`src/rtl/rdisk_pkg.sv`:
```
// Shared constants for the banked RAM-disk port controller.
// Assumes a fixed 22-bit pointer split into a 3-bit unit field and a byte offset.
package rdisk_pkg;
    localparam int PTR_W     = 22;
    localparam int UNIT_W    = 3;
    localparam int NUM_UNITS = 1 << UNIT_W;
    localparam int BYTE_W    = 8;
    localparam int UNIT_LSB  = PTR_W - UNIT_W;

    typedef enum logic {
        PORT_DATA = 1'b0,
        PORT_ADDR = 1'b1
    } port_e;
endpackage

```
`src/rtl/rdisk_ptr.sv`:
```
// Pointer register: shifts in address bytes and steps by one per data access.
// Assumes load and step are never asserted together (decoded by the top).
module rdisk_ptr
    import rdisk_pkg::*;
(
    input  logic              clk,
    input  logic              rst_n,
    input  logic              load,
    input  logic              step,
    input  logic [BYTE_W-1:0] din,
    output logic [PTR_W-1:0]  ptr
);
    // Update the pointer: reset, byte shift-in, or modulo-2^22 increment.
    always_ff @(posedge clk) begin
        if (!rst_n) begin
            ptr <= '0;
        end else if (load) begin
            ptr <= {ptr[PTR_W-BYTE_W-1:0], din};
        end else if (step) begin
            ptr <= ptr + 1'b1;
        end
    end
endmodule

```
`src/rtl/rdisk_banks.sv`:
```
// Storage units: one small byte array per unit, written only when present and unlocked.
// Read data is combinational; an absent unit yields all ones.
module rdisk_banks
    import rdisk_pkg::*;
#(
    parameter int OFS_W = 4
) (
    input  logic                 clk,
    input  logic                 rst_n,
    input  logic                 we,
    input  logic [UNIT_W-1:0]    unit_sel,
    input  logic [OFS_W-1:0]     ofs,
    input  logic [BYTE_W-1:0]    wdata,
    input  logic [NUM_UNITS-1:0] present,
    input  logic [NUM_UNITS-1:0] lock,
    output logic [BYTE_W-1:0]    rdata
);
    localparam int DEPTH = 1 << OFS_W;

    logic [BYTE_W-1:0] unit_rd [NUM_UNITS];

    for (genvar u = 0; u < NUM_UNITS; u++) begin : g_unit
        logic [BYTE_W-1:0] cells [DEPTH];
        logic              wr_here;

        assign wr_here = we && (unit_sel == UNIT_W'(u)) && present[u] && !lock[u];

        // Zero-fill on reset, otherwise accept a permitted write.
        always_ff @(posedge clk) begin
            if (!rst_n) begin
                for (int i = 0; i < DEPTH; i++) begin
                    cells[i] <= '0;
                end
            end else if (wr_here) begin
                cells[ofs] <= wdata;
            end
        end

        assign unit_rd[u] = cells[ofs];
    end

    // Select the addressed unit's byte, or all ones when it is absent.
    always_comb begin
        rdata = present[unit_sel] ? unit_rd[unit_sel] : '1;
    end
endmodule

```
`src/rtl/rdisk_port_ctrl.sv`:
```
// Top of the banked RAM-disk port controller: decodes the two-port window,
// drives the pointer and the storage units, and forms the read data.
// Assumes strobes last one clock; both strobes together are ignored.
module rdisk_port_ctrl
    import rdisk_pkg::*;
#(
    parameter int OFS_W = 4
) (
    input  logic                 clk,
    input  logic                 rst_n,
    input  logic                 port_sel,
    input  logic                 rd_stb,
    input  logic                 wr_stb,
    input  logic [BYTE_W-1:0]    wdata,
    output logic [BYTE_W-1:0]    rdata,
    input  logic [NUM_UNITS-1:0] unit_present,
    input  logic [NUM_UNITS-1:0] unit_lock
);
    logic [PTR_W-1:0]  cur_ptr;
    logic              one_stb;
    logic              ptr_load;
    logic              ptr_step;
    logic              mem_we;
    logic [BYTE_W-1:0] bank_rd;
    logic              unused_hi;

    // Decode the strobes; a cycle with both strobes high does nothing.
    always_comb begin
        one_stb  = rd_stb ^ wr_stb;
        ptr_load = one_stb && wr_stb && (port_sel == PORT_ADDR);
        ptr_step = one_stb && (port_sel == PORT_DATA);
        mem_we   = one_stb && wr_stb && (port_sel == PORT_DATA);
    end

    assign unused_hi = ^cur_ptr[UNIT_LSB-1:OFS_W];

    rdisk_ptr u_ptr (
        .clk   (clk),
        .rst_n (rst_n),
        .load  (ptr_load),
        .step  (ptr_step),
        .din   (wdata),
        .ptr   (cur_ptr)
    );

    rdisk_banks #(.OFS_W(OFS_W)) u_banks (
        .clk      (clk),
        .rst_n    (rst_n),
        .we       (mem_we),
        .unit_sel (cur_ptr[PTR_W-1:UNIT_LSB]),
        .ofs      (cur_ptr[OFS_W-1:0]),
        .wdata    (wdata),
        .present  (unit_present),
        .lock     (unit_lock),
        .rdata    (bank_rd)
    );

    // The address port always reads as all ones.
    always_comb begin
        rdata = (port_sel == PORT_ADDR) ? '1 : bank_rd;
    end
endmodule

```
`config.mk`:
```
export PLATFORM = sky130hd
export DESIGN_NAME = rdisk_port_ctrl
export DESIGN_NICKNAME = d
export VERILOG_FILES = /design/src/rtl/rdisk_pkg.sv /design/src/rtl/rdisk_ptr.sv /design/src/rtl/rdisk_banks.sv /design/src/rtl/rdisk_port_ctrl.sv
export SDC_FILE = /design/constraint.sdc
export NUM_CORES = 1
export LEC_CHECK = 0
export ABC_AREA = 1
export ABC_CLOCK_PERIOD_IN_PS = 2500
export CAP_MARGIN = 20
export CORE_AREA = 2 2 335 337
export CTS_CLUSTER_SIZE = 12
export DETAILED_ROUTE_END_ITERATION = 7
export DIE_AREA = 0 0 337 339
export DONT_BUFFER_PORTS = 1
export MAX_ROUTING_LAYER = met4
export PLACE_DENSITY = 0.62
export RECOVER_POWER = 50
export SYNTH_ARGS = -nofsm -noshare
export SYNTH_HDL_FRONTEND = slang
export SYNTH_SLANG_ARGS = --single-unit
```
`constraint.sdc`:
```
create_clock -name clk -period 2.5 [get_ports clk]
set_input_delay 0.125 -clock clk [delete_from_list [all_inputs] [get_ports clk]]
set_output_delay 0.125 -clock clk [all_outputs]
set_load 0.03 [all_outputs]
```
==> results.ini, run 1 <==
[outcome]
status=finished, violations left
violations=setup timing

[hold_path]
min_path_type=in -> reg
min_path_cells=3

[floorplan]
fp.dieH_microns=339
ios=37
core_region_area_sq_um=110000
fp.dieArea_sq_um=114000
fp.dieW_microns=337
num_rows=122
start_util_pct=44.8

[place]
dp_hpwl_microns=90900
place_inst=6946
place_ws_ns=-0.358
postPlaceCellArea_sq_um=52900
globalplace.congestion=0.871
port_buffers=0

[yosys]
synth_top_flop_cell=edfxtp_1
synthArstFlopShare_pct=0
synth_compound_area_share_pct=2.25
syn-mean-instance-area_sq_um=8.92
synth_adder_area_share_pct=0.127
synth_edf_count=1024
postSynthCellCount=5542
ys_types=34
yosys.area_share.simple_pct=29.0
synth_top_family_by_area=simple AND/OR/NAND/NOR gates
yosys_warnings=0
synth_xor_area_share_pct=0.142
synth_area_sq_um=49400
seq_area_frac_synth_pct=63.3
synth_mux_area_share_pct=0
ys_ff_latch=1050
syn_nets=5576

[pwr]
powerDensity_nw_per_um2=708
p_sw_mw=10.3
leakage_nw=24.0
p_clk_share_pct=39.9
p_sw_share_pct=25.3
pwr-share-comb_pct=10.8
intPower_mw=30.3
irDropWorstVdd_uv=534
power_frac_seq_pct=49.3

[setup_path]
reg2reg_depth=7
timing.rr.start=u_ptr.ptr[20]
cp_max_fo=44
cp-end-kind=primary output
worstSetupPathType=reg -> out
r2r_slack_ns=-0.45
cp.required_ns=2.38
start_kind=flop
worstPathArrival_ns=2.98
endpoint=rdata[6]
reg2reg_to=u_banks.g_unit[2].cells[4][2]

[routing]
via_count=39300
drc_errors=0
vias_per_cell=5.45
drt-initial-drc-count=4821
routed_wl_microns=151000
wl_per_cell_microns=21.0
dr.pass1.iters=6
detail-route-antenna-nets=0

[sta]
setup-violations-final=539
skew_ns=0.0216
max_slew_margin_pct=37.4
grt_setup_unrepaired=true
slew_violations=0
fin_crit_ns=3.10
fin_hold_ws_ns=0.0496
fmax_mhz=322
fin_ws_ns=-0.601
worstMarginPinSlew_ns=0.939
hold_violations=0
min_period_over_period_pct=124

[clock_tree]
clock-sinks=1050
root_buffer=clkbuf_16
cts_buffer_depth=3
clk_pin_slew_worst_paths_ns=0.06
htreeDepth=3
clk_latency_ns=0.72
cts_made_buffers=112
tritoncts=built

[grt]
antenna_found_initial=4
globalRouteMet1Util_pct=37.2
grt_pass1_wl_microns=225000
grtUsageMet3_pct=3.93
grt_overflow=0
gr-usage-all-layers_pct=26.6
grt_pass1_vias=37500
grtUsageMet2_pct=40.2
grt.busiest_layer=met2
grt_max_degree=132

[run]
cap_violations=0

[final_layout]
layout-drive-gt1-share_pct=9.73
fin_area_sq_um=57300
areaGrowthSynthToFinish_pct=15.9
nNetsFinal=5652
fill_cells=10100
final_util_pct=51.9
stdcell_count=7204

-- synth_stat cells, types with 2 or more instances --
cell | n | area share, %
edfxtp_1 | 1024 | 62
nor4b_1 | 2 | 0.035
clkbuf_1 | 300 | 2.3
buf_2 | 37 | 0.37
nor2_4 | 2 | 0.046
o21ai_0 | 178 | 1.8
buf_1 | 22 | 0.17
ha_1 | 5 | 0.13
nor4_2 | 2 | 0.051
inv_2 | 5 | 0.038
inv_1 | 303 | 2.3
nand3_1 | 532 | 5.4
o22ai_1 | 3 | 0.038
nor2_1 | 1366 | 10
nand2_1 | 1665 | 13
nor3_1 | 4 | 0.041
xor2_1 | 8 | 0.14
nand4_1 | 5 | 0.063
clkinv_1 | 2 | 0.015
a31oi_1 | 16 | 0.20
nand2_2 | 10 | 0.13
dfxtp_1 | 26 | 1.1
nor4_4 | 4 | 0.17
buf_4 | 2 | 0.030
a21oi_1 | 10 | 0.10
-- what timing repair did --
item | in CTS | in global routing
hold buffers | 19 | 0
gates cloned | 6 | 9
endpoints found under the hold margin | 1410 | 0
pin swaps | 9 | 15
setup buffers | 4 | 8
resized for setup | 112 | 82
setup endpoints to repair | 8 | 36
-- sequential cells by signal, indices dropped and copies added, names as in the netlist, named ones only --
| register | count |
|---|---|
| u_ptr.ptr | 22 |
| u_banks.g_unit.cells | 1024 |
-- worst max-delay path, stage by stage (launching register included) --
cell	delay (ns)
dfxtp_4	0.50
inv_12	0.11
buf_12	0.18
buf_12	0.19
nand2_1	0.08
nand2_1	0.10
nand2_1	0.09
nand3_1	0.07
nand3_1	0.19
nand2_1	0.11
nand2_1	0.08
nand2_1	0.07
o21ai_2	0.16
nand3_4	0.13
buf_6	0.17
-- kinds of logic after synthesis --
| kind of cell | Yosys count |
|---|---|
| flops | 1050 |
| buf+inv | 671 |
| fa+ha+maj | 5 |
| simple gates | 3595 |
| compound gates | 213 |
| xor+xnor | 8 |
-- worst min-delay path by stage --
stage	from	endpoint	slack, ns
floorplan	wdata[6]	u_ptr.ptr[6]	0.30
global placement	wdata[5]	u_ptr.ptr[5]	0.30
detailed placement	wdata[4]	u_ptr.ptr[4]	0.31
CTS	unit_lock[6]	u_banks.g_unit[6].cells[15][2]	0.008
global route	rst_n	u_ptr.ptr[9]	0.1
finish	rst_n	u_ptr.ptr[9]	0.05
-- power by group through the flow --
stage | Clock [mW] | Sequential, mW | Combinational [mW]
after floorplan | 0 | 20.3 | 2.39
after global placement | 0 | 20.4 | 3.84
after detailed placement | 0 | 20.4 | 3.86
after CTS | 16.3 | 20.0 | 4.15
after global routing | 17.0 | 20.1 | 4.73
final | 16.2 | 20.0 | 4.37
-- cell usage in the layout, fill, tap and decap left out, drive strengths merged, types with 2 or more instances in the layout --
master       synthesis  routed
a21oi               10      10
a31oi               16      16
buf                 61     215
bufinv               0       8
clkbuf             300     236
clkinv               2      52
dfxtp               26      26
diode                0       2
dlygate4sd3          0      18
edfxtp            1024    1024
ha                   5       5
inv                308     312
nand2             1675    1675
nand3              532     532
nand4                5       5
nor2              1369    1369
nor3                 4       4
nor4                 6       6
nor4b                2       2
o21ai              178     178
o22ai                3       3
xor2                 8       8
-- per-layer routing --
metal  share of wire [%]  routed length (microns)
met1                  42                    63300
met2                  46                    68900
met3                 9.5                    14300
met4                 3.0                     4520
met5                   0                        0
-- cell type report --
| type | count | area [sq um] | share of cell area (%) |
|---|---|---|---|
| Clock buffer | 149 | 2970 | 5.19 |
| Tap cell | 1488 | 1860 | 3.25 |
| Antenna cell | 2 | 5.00 | 0.00874 |
| Timing Repair Buffer | 322 | 3470 | 6.06 |
| Timing Repair inverter | 1 | 8.76 | 0.0153 |
| Multi-Input combinational cell | 3821 | 15900 | 27.8 |
| Clock inverter | 61 | 529 | 0.924 |
| Inverter | 310 | 1220 | 2.14 |
| Sequential cell | 1050 | 31300 | 54.6 |
-- through the flow --
step                      power (mW)  setup TNS [ns]
final                           40.6          -91.07
after global routing            41.8         -280.77
after CTS                       40.5           -4.56
after detailed placement        24.2           -1.76
after global placement          24.2           -1.65
after floorplan                 22.7               0
(Power assumes the default switching activity.)
==> inputs of run 2 (changes only) <==
--- a/config.mk
+++ b/config.mk
@@ -16,6 +16,7 @@
 export MAX_ROUTING_LAYER = met4
 export PLACE_DENSITY = 0.62
 export RECOVER_POWER = 50
+export SETUP_SLACK_MARGIN = 0.1
 export SYNTH_ARGS = -nofsm -noshare
 export SYNTH_HDL_FRONTEND = slang
 export SYNTH_SLANG_ARGS = --single-unit
==> run 2 against run 1 <==
The run still ends with setup timing left. Fmax is essentially flat. Combinational power is essentially flat. Non-clock buffer count unchanged. Die area stayed put. Total power barely moved. Routed wire length up 0.18%. Hold slack improved by 0.024 ns. Clock skew shrank 0.0011 ns. Largest cell class unchanged. Largest power group unchanged.
==> results.ini, run 2 (same netlist as run 1, synthesis figures left out) <==
[outcome]
violations=setup timing
status=finished, violations left

[setup_path]
worstPathArrival_ns=2.98
cp_max_fo=19
r2r_slack_ns=-0.47
start_kind=flop
worstSetupPathType=reg -> out
reg2reg_depth=7
cp-end-kind=primary output
cp.required_ns=2.38

[hold_path]
min_path_cells=3
min_path_type=in -> reg

[grt]
grt.busiest_layer=met2
grtUsageMet3_pct=3.94
grt_max_degree=132
grt_pass1_vias=37500
grt_pass1_wl_microns=225000
grtUsageMet2_pct=40.2
grt_overflow=0
gr-usage-all-layers_pct=26.6
antenna_found_initial=4
globalRouteMet1Util_pct=37.2

[pwr]
power_frac_seq_pct=49.3
leakage_nw=24.0
intPower_mw=30.3
p_sw_mw=10.3
irDropWorstVdd_uv=541
powerDensity_nw_per_um2=708
pwr-share-comb_pct=10.8
p_sw_share_pct=25.4
p_clk_share_pct=39.9

[routing]
routed_wl_microns=151000
drt-initial-drc-count=4740
detail-route-antenna-nets=0
drc_errors=0
vias_per_cell=5.46
dr.pass1.iters=6
wl_per_cell_microns=21.0
via_count=39300

[sta]
max_slew_margin_pct=37.2
min_period_over_period_pct=124
fin_crit_ns=3.10
slew_violations=0
fmax_mhz=322
fin_hold_ws_ns=0.0732
hold_violations=0
finalSetupTns_ns=-91.01
skew_ns=0.0205
worstMarginPinSlew_ns=0.942
setup-violations-final=577
grt_setup_unrepaired=true
fin_ws_ns=-0.602

[place]
globalplace.congestion=0.871
port_buffers=0
dp_hpwl_microns=90900

[floorplan]
fp.dieH_microns=339
core_region_area_sq_um=110000
num_rows=122
fp.dieArea_sq_um=114000
fp.dieW_microns=337
ios=37
start_util_pct=44.8

[final_layout]
layout-drive-gt1-share_pct=9.92
regMostFlops=u_banks.g_unit.cells
largest_register_ffs=1024
fill_cells=10100
largestRegisters=u_banks.g_unit.cells x1024, u_ptr.ptr x22
nNetsFinal=5652
layout_common_cells=nand2_1, nor2_1, edfxtp_1, nand3_1, inv_1
areaGrowthSynthToFinish_pct=16.0
final_util_pct=51.9
final_common_cell=nand2_1

[clock_tree]
tritoncts=built
root_buffer=clkbuf_16
clock-sinks=1050
clk_pin_slew_worst_paths_ns=0.06
clk_latency_ns=0.72
cts_made_buffers=112
cts_buffer_depth=3
htreeDepth=3

[run]
cap_violations=0

-- run 2: worst paths after layout --
path	start	endpoint
setup / recovery	flop	rdata[3]
hold / removal	rst_n	u_ptr.ptr[9]
setup reg to reg	u_ptr.ptr[20]	u_banks.g_unit[2].cells[4][2]
hold reg to reg	u_ptr.ptr[11]	u_ptr.ptr[11]
-- run 2: power groups by stage --
stage	Clock [mW]	Sequential, mW	Combinational, mW
2_1_floorplan	0	20.3	2.39
3_3_place_gp	0	20.4	3.84
3_5_place_dp	0	20.4	3.86
4_1_cts	16.3	20.0	4.15
5_1_grt	17.0	20.1	4.73
6_report	16.2	20.0	4.37
-- run 2: area by class of cell --
| cell class | count | area (sq um) | area share, % |
|---|---|---|---|
| sequential | 1050 | 31300 | 54.6 |
| multi-input combinational | 3821 | 16000 | 27.8 |
| timing repair buffer | 322 | 3470 | 6.06 |
| clock buffer | 149 | 2970 | 5.18 |
| tap | 1488 | 1860 | 3.25 |
| inverter | 310 | 1220 | 2.14 |
| clock inverter | 61 | 529 | 0.923 |
| timing repair inverter | 1 | 8.76 | 0.0153 |
| antenna | 2 | 5.00 | 0.00873 |
-- run 2: through the flow --
stage	setup WS, ns	total power, mW	cell area [sq um]	std cells
6_report	-0.602	40.6	57300	7204
5_1_grt	-0.684	41.8	57300	7203
4_1_cts	-0.600	40.5	57200	7185
3_5_place_dp	-0.358	24.2	52900	6946
3_3_place_gp	-0.312	24.2	52900	6946
2_1_floorplan	0.312	22.7	49400	5542
-- run 2: routing by layer --
layer / wire length [microns] / vias to the layer above
met5: 0 / -
met4: 4640 / 0
met3: 14700 / 286
met2: 68800 / 1854
met1: 63200 / 19000
li1: - / 18200
-- run 2: what timing repair did --
action | 4_1_cts | 5_1_grt
gates resized for setup | 112 | 93
setup endpoints to repair | 8 | 100
hold buffers | 19 | 0
hold endpoints to repair | 1410 | 0
gates cloned | 6 | 9
pin swaps | 9 | 15
setup buffers | 4 | 8
-- run 2: critical path, stage by stage, from the launching register on --
cell and delay (ns):
dfxtp_4 0.42, inv_12 0.15, bufbuf_16 0.32, nand2_1 0.09, nand3_1 0.11, nand3_1 0.14
nand3_1 0.15, nand2_1 0.07, nand2_1 0.11, nand2_1 0.13, o21ai_4 0.17, buf_6 0.13
nand3_4 0.10, buf_6 0.17
